`config.mk`:
```
export PLATFORM = sky130hd
export DESIGN_NAME = regwin_bridge
export DESIGN_NICKNAME = d
export VERILOG_FILES = /design/src/rtl/regwin_pkg.sv /design/src/rtl/regwin_decode.sv /design/src/rtl/regwin_chan.sv /design/src/rtl/regwin_bridge.sv
export SDC_FILE = /design/constraint.sdc
export NUM_CORES = 1
export LEC_CHECK = 0
export BUFFER_PORTS_ARGS = -buffer_cell sky130_fd_sc_hd__buf_2
export CAP_MARGIN = 15
export CORE_UTILIZATION = 30
export CTS_BUF_LIST = sky130_fd_sc_hd__clkbuf_16
export CTS_CLUSTER_SIZE = 40
export DETAILED_ROUTE_END_ITERATION = 8
export HOLD_SLACK_MARGIN = 0.05
export PLACE_DENSITY_LB_ADDON = 0.08
export SYNTH_ARGS = -nofsm -noshare
export SYNTH_HDL_FRONTEND = slang
export SYNTH_SLANG_ARGS = --single-unit
export TNS_END_PERCENT = 5
```
`constraint.sdc`:
```
create_clock -name clk -period 3.5 [get_ports clk]
set_input_delay 0.525 -clock clk [delete_from_list [all_inputs] [get_ports clk]]
set_output_delay 0.525 -clock clk [all_outputs]
set_load 0.1 [all_outputs]
```
`src/rtl/regwin_pkg.sv`:
```
package regwin_pkg;
  typedef enum logic [1:0] {
    REG_PTR  = 2'd0,
    REG_PORT = 2'd1,
    REG_CTL  = 2'd2,
    REG_NONE = 2'd3
  } regsel_e;

  typedef enum logic [1:0] {
    CH_IDLE  = 2'd0,
    CH_FETCH = 2'd1,
    CH_WRITE = 2'd2,
    CH_WDONE = 2'd3
  } chst_e;

  localparam int ERR_EN_BIT = 15;
endpackage

```
`src/rtl/regwin_decode.sv`:
```
module regwin_decode
  import regwin_pkg::*;
#(
  parameter int ADDR_W = 8,
  parameter int NCH    = 2
) (
  input  logic [ADDR_W-1:0] paddr,
  output logic [NCH-1:0]    hit,
  output regsel_e           sel
);
  localparam int IDX_W = ADDR_W - 4;

  assign sel = regsel_e'(paddr[3:2]);

  for (genvar g = 0; g < NCH; g++) begin : g_hit
    assign hit[g] = (paddr[ADDR_W-1:4] == IDX_W'(g));
  end
endmodule

```
`src/rtl/regwin_chan.sv`:
```
module regwin_chan
  import regwin_pkg::*;
#(
  parameter int DATA_W  = 32,
  parameter int IADDR_W = 16,
  parameter int TMO     = 16
) (
  input  logic               clk,
  input  logic               rst,
  input  logic               acc,
  input  logic               wr,
  input  regsel_e            sel,
  input  logic [DATA_W-1:0]  wdata,
  output logic [DATA_W-1:0]  rdata,
  output logic               ready,
  output logic               slverr,
  output logic               ireq,
  output logic               iwe,
  output logic [IADDR_W-1:0] iaddr,
  output logic [DATA_W-1:0]  iwdata,
  input  logic               iack,
  input  logic               ierr,
  input  logic [DATA_W-1:0]  irdata
);
  localparam int CNT_W = $clog2(TMO);

  chst_e              st;
  logic [IADDR_W-1:0] ptr;
  logic [DATA_W-1:0]  ctl;
  logic [DATA_W-1:0]  hold;
  logic               hold_bad;
  logic               wr_bad;
  logic [CNT_W-1:0]   cnt;
  logic               finish;
  logic               good;
  logic               idle;
  logic               err_en;

  assign idle   = (st == CH_IDLE);
  assign err_en = ctl[ERR_EN_BIT];
  assign good   = iack & ~ierr;
  assign finish = iack | ierr | (cnt == CNT_W'(TMO - 1));

  always_comb begin
    rdata  = '0;
    ready  = 1'b1;
    slverr = 1'b0;
    if (acc) begin
      unique case (sel)
        REG_PTR: begin
          if (wr) ready = idle;
          else    rdata = DATA_W'(ptr);
        end
        REG_PORT: begin
          if (wr) begin
            ready  = (st == CH_WDONE);
            slverr = ready & err_en & wr_bad;
          end else begin
            ready  = idle;
            rdata  = idle ? hold : '0;
            slverr = idle & err_en & hold_bad;
          end
        end
        REG_CTL: if (!wr) rdata = ctl;
        default: ;
      endcase
    end
  end

  always_ff @(posedge clk) begin
    if (rst) begin
      st       <= CH_IDLE;
      ptr      <= '0;
      ctl      <= '0;
      hold     <= '0;
      hold_bad <= 1'b0;
      wr_bad   <= 1'b0;
      cnt      <= '0;
      iwdata   <= '0;
    end else begin
      if (acc && wr && sel == REG_CTL) ctl <= wdata;
      unique case (st)
        CH_IDLE: begin
          cnt <= '0;
          if (acc && wr && sel == REG_PTR) ptr <= wdata[IADDR_W-1:0];
          if (acc && sel == REG_PORT) begin
            if (wr) begin
              iwdata <= wdata;
              st     <= CH_WRITE;
            end else begin
              st <= CH_FETCH;
            end
          end
        end
        CH_FETCH: begin
          if (finish) begin
            hold     <= good ? irdata : '0;
            hold_bad <= ~good;
            st       <= CH_IDLE;
          end else begin
            cnt <= cnt + 1'b1;
          end
        end
        CH_WRITE: begin
          if (finish) begin
            wr_bad <= ~good;
            st     <= CH_WDONE;
          end else begin
            cnt <= cnt + 1'b1;
          end
        end
        default: st <= CH_IDLE;
      endcase
    end
  end

  assign ireq  = (st == CH_FETCH) || (st == CH_WRITE);
  assign iwe   = (st == CH_WRITE);
  assign iaddr = ptr;
endmodule

```
`src/rtl/regwin_bridge.sv`:
```
module regwin_bridge
  import regwin_pkg::*;
#(
  parameter int ADDR_W  = 8,
  parameter int DATA_W  = 32,
  parameter int IADDR_W = 16,
  parameter int NCH     = 2,
  parameter int TMO     = 16
) (
  input  logic                   clk,
  input  logic                   rst,
  input  logic                   psel,
  input  logic                   penable,
  input  logic                   pwrite,
  input  logic [ADDR_W-1:0]      paddr,
  input  logic [DATA_W-1:0]      pwdata,
  output logic [DATA_W-1:0]      prdata,
  output logic                   pready,
  output logic                   pslverr,
  output logic [NCH-1:0]         ireq,
  output logic [NCH-1:0]         iwe,
  output logic [NCH*IADDR_W-1:0] iaddr,
  output logic [NCH*DATA_W-1:0]  iwdata,
  input  logic [NCH-1:0]         iack,
  input  logic [NCH-1:0]         ierr,
  input  logic [NCH*DATA_W-1:0]  irdata
);
  logic [NCH-1:0]             hit;
  regsel_e                    sel;
  logic [NCH-1:0][DATA_W-1:0] ch_rd;
  logic [NCH-1:0]             ch_rdy;
  logic [NCH-1:0]             ch_err;

  regwin_decode #(.ADDR_W(ADDR_W), .NCH(NCH)) u_dec (
    .paddr(paddr), .hit(hit), .sel(sel)
  );

  for (genvar g = 0; g < NCH; g++) begin : g_ch
    regwin_chan #(.DATA_W(DATA_W), .IADDR_W(IADDR_W), .TMO(TMO)) u_ch (
      .clk    (clk),
      .rst    (rst),
      .acc    (psel & penable & hit[g]),
      .wr     (pwrite),
      .sel    (sel),
      .wdata  (pwdata),
      .rdata  (ch_rd[g]),
      .ready  (ch_rdy[g]),
      .slverr (ch_err[g]),
      .ireq   (ireq[g]),
      .iwe    (iwe[g]),
      .iaddr  (iaddr[g*IADDR_W +: IADDR_W]),
      .iwdata (iwdata[g*DATA_W +: DATA_W]),
      .iack   (iack[g]),
      .ierr   (ierr[g]),
      .irdata (irdata[g*DATA_W +: DATA_W])
    );
  end

  always_comb begin
    prdata = '0;
    for (int i = 0; i < NCH; i++) prdata = prdata | ch_rd[i];
  end

  assign pready  = &ch_rdy;
  assign pslverr = |ch_err;
endmodule

```
==> metrics.md <==
| Metric | Value |
|---|---|
| RSZ-0062 raised after global routing | no |
| Worst-path clk slew | ~0.06 ns |
| Routed WL per cell | about 19 µm |
| CTS tree | yes |
| Top-level port count | between 200 and 250 |
| Worst hold path class | input pin to flop |
| Sink Count | 240 |
| Fillers | about 3600 |
| Total number of H-tree levels | 1 |
| Slew Limit Fails | 0 |
| Worst EP required | 2.97 ns |
| Final setup viols | 0 |
| Commonest non-fill, non-tap cell in the layout | nand2_1 |
| Synth-to-Final Area Change | 28.73% |
| Max Cap Viol | 0 |
| Std-Cell Core Area | approximately 0.034 mm² |
| Total GRT Usage | 0.2056 |
| CP Capture Type | output port |
| Sequential Area | 0.004805 mm² |
| Die height | 186.4 µm |
| Yosys warnings | 0 |
| Max FO, Critical Path | 16 |
| DIE AREA | ~0.035 mm² |
| Grt total ovfl | 0 |
| Pre-Repair DR Iteration Count | 5 |
| Setup Slack @ Placement | ~0.35 ns |
| Share of layout cells above drive strength 1 | 0.2388 |
| Synth area leader | dfxtp_1 |
| Worst vdd ir | slightly below 0.0005 V |
| Total Routed Length | 36930 µm |
| Post-Syn Area | 0.01020 mm² |
| Achievable Freq | about 0.3 GHz |
| Min cycle time layout | ~3.3 ns |
| Port bufs | about 240 |
| Final net count | 1600 |
| Placed Area | between 0.01 and 0.015 mm² |
| Final TNS setup | 0 ns |
| Remaining DRCs | 0 |
| Vias in the first global route | ~9100 |
| Worst Tran Pin Value | around 0.9 ns |
| Vias per cell | 4.983 |
| Mapped Avg Cell Area | just under 8 µm² |
| Register area share after synthesis | 0.4709 |
| Clk buf depth | 3 |
| Initial DRC Count | ~700 |
| Worst relative slew slack | 0.4071 |
| Outcome | finished clean |
| Top cell type's share of synthesized area | 0.4709 |
| Postcts setup bufs | 0 |
| WP data arrival | roughly 2.8 ns |
| Post-route ant nets | 0 |
| RD Place Congestion | approximately 0.84 |
| Power per standard cell area | approximately 530 mW/mm² |
| Multi-input logic area | between 0.004 and 0.005 mm² |
| Root Buffer | clkbuf_16 |
| Post-synth EDFFs | 0 |
| Leakage | 0.004739 µW |
| Final instance area | 0.01314 mm² |
| Synthesized net count | approximately 1400 |
| Flops & latches, synth | 240 |
| CTS Buf Count | 29 |
| Worst skew pair latency | ~0.54 ns |
| Unique cell type count in the Yosys netlist | 44 |
| FP Rows | 67 |
| Most frequent cells in the layout | nand2_1, dfxtp_1, a21oi_1, buf_2, a22oi_1 |
| Pin count of the biggest net entering global routing | a little over 100 |
| Final hold vios | 0 |
| Startpoint Class | flop |
| Design Power | roughly 7000 µW |
| Via count of the routed design | around 9700 |
| Synth area leaders | dfxtp_1, a21oi_1, nand2_1 |
| Post-Syn Instances | ~1300 |
| Fin crit share | 0.9472 |
| Most common flop cell mapped by yosys | dfxtp_1 |
| Post-DP HPWL | between 20000 and 30000 µm |
| Starting density of the core | 0.3043 |
| Ant. Diodes | 0 |
| Critical path class | flop to output port |
| Initial antenna violation count | 0 |
| Ys async rst share | 0 |
| Post-route setup slack | around 0.18 ns |
| Die W | 186.4 µm |
| Clock skew | a little over 0.01 ns |
| First-pass GRT wire length | between 50000 and 60000 µm |
-- power by group --
part / switching, µW / internal [µW]
clock network: 1220 / 1800
registers: 57.1 / 2810
logic: 798 / 300
-- synthesized netlist by cell type, types with 5 or more instances --
cell / count
o21ai_0: 5
buf_4: 5
o22ai_1: 34
nand2_2: 20
inv_1: 11
nand2_1: 312
clkbuf_1: 83
or4_1: 5
nor2_1: 69
nand3_1: 38
ha_1: 10
dfxtp_1: 240
a21oi_1: 237
buf_6: 12
a311oi_1: 7
buf_2: 16
nand2b_1: 37
a22oi_1: 97
-- registers in the layout (all words and copies together), names as in the netlist --
register / flops
g_ch.u_ch.iwdata: 64
g_ch.u_ch.wr_bad: 2
g_ch.u_ch.iaddr: 32
g_ch.u_ch.hold: 64
g_ch.u_ch.st: 4
g_ch.u_ch.ctl: 64
g_ch.u_ch.cnt: 8
g_ch.u_ch.hold_bad: 2
-- cell families (layout without fill, tap and decap cells) --
kind of cell,after synthesis,in the layout,share of synthesized area
fa+ha+maj,10,10,0.01226
flops,240,240,0.4709
simple gates,516,516,0.2283
xor+xnor,1,1,0.0008585
compound gates,392,392,0.2259
buf+inv,131,339,0.06082
mux,1,1,0.0009810
-- critical path, cell delays in order (launching register included) --
cell and delay, ns:
dfxtp_1 0.34, inv_1 0.09, ha_1 0.51, nor3b_2 0.26, buf_4 0.25, a22oi_1 0.12, o22ai_1 0.43, buf_12 0.24
-- layer usage --
metal / up-vias / wire, µm / global-route usage / share of wire
li1: 4826 / - / - / -
met1: 4580 / 19190 / 0.3235 / 0.52
met2: 266 / 15050 / 0.2866 / 0.41
met3: 30 / 2254 / 0.03856 / 0.061
met4: 0 / 431 / 0.03687 / 0.012
met5: - / 0 / 0 / 0
-- cell type report --
cell class | count | area share
Clock buffer | 29 | 0.05525
Clock inverter | 24 | 0.01753
Inverter | 11 | 0.003143
Multi-Input combinational cell | 920 | 0.3660
Sequential cell | 240 | 0.3658
Tap cell | 448 | 0.04267
Timing Repair Buffer | 275 | 0.1496
-- timing repair --
action                     4_1_cts  5_1_grt
hold buffers                     0        0
resized for setup                1        0
setup endpoints to repair        1        0
-- metrics by stage --
step | hold WS [ns] | utilization | instances
3_3_place_gp | 0.4353 | 0.3631 | 1894
2_1_floorplan | 0.4341 | - | 1291
5_1_grt | 0.2000 | 0.3917 | 1947
4_1_cts | 0.1944 | 0.3917 | 1947
6_report | 0.2193 | 0.3917 | 1947
3_5_place_dp | 0.4416 | 0.3631 | 1894
-- worst paths after layout --
kind         cells after the start                    start  slack (ns)                      end
max                              7       g_ch[1].u_ch.st[0]        0.18               prdata[16]
min                              3               irdata[20]        0.22    g_ch[0].u_ch.hold[20]
max reg2reg                      6       g_ch[1].u_ch.st[0]        0.86    g_ch[1].u_ch.iaddr[0]
min reg2reg                      2  g_ch[0].u_ch.iwdata[10]        0.45  g_ch[0].u_ch.iwdata[10]
(Power assumes the default switching activity.)
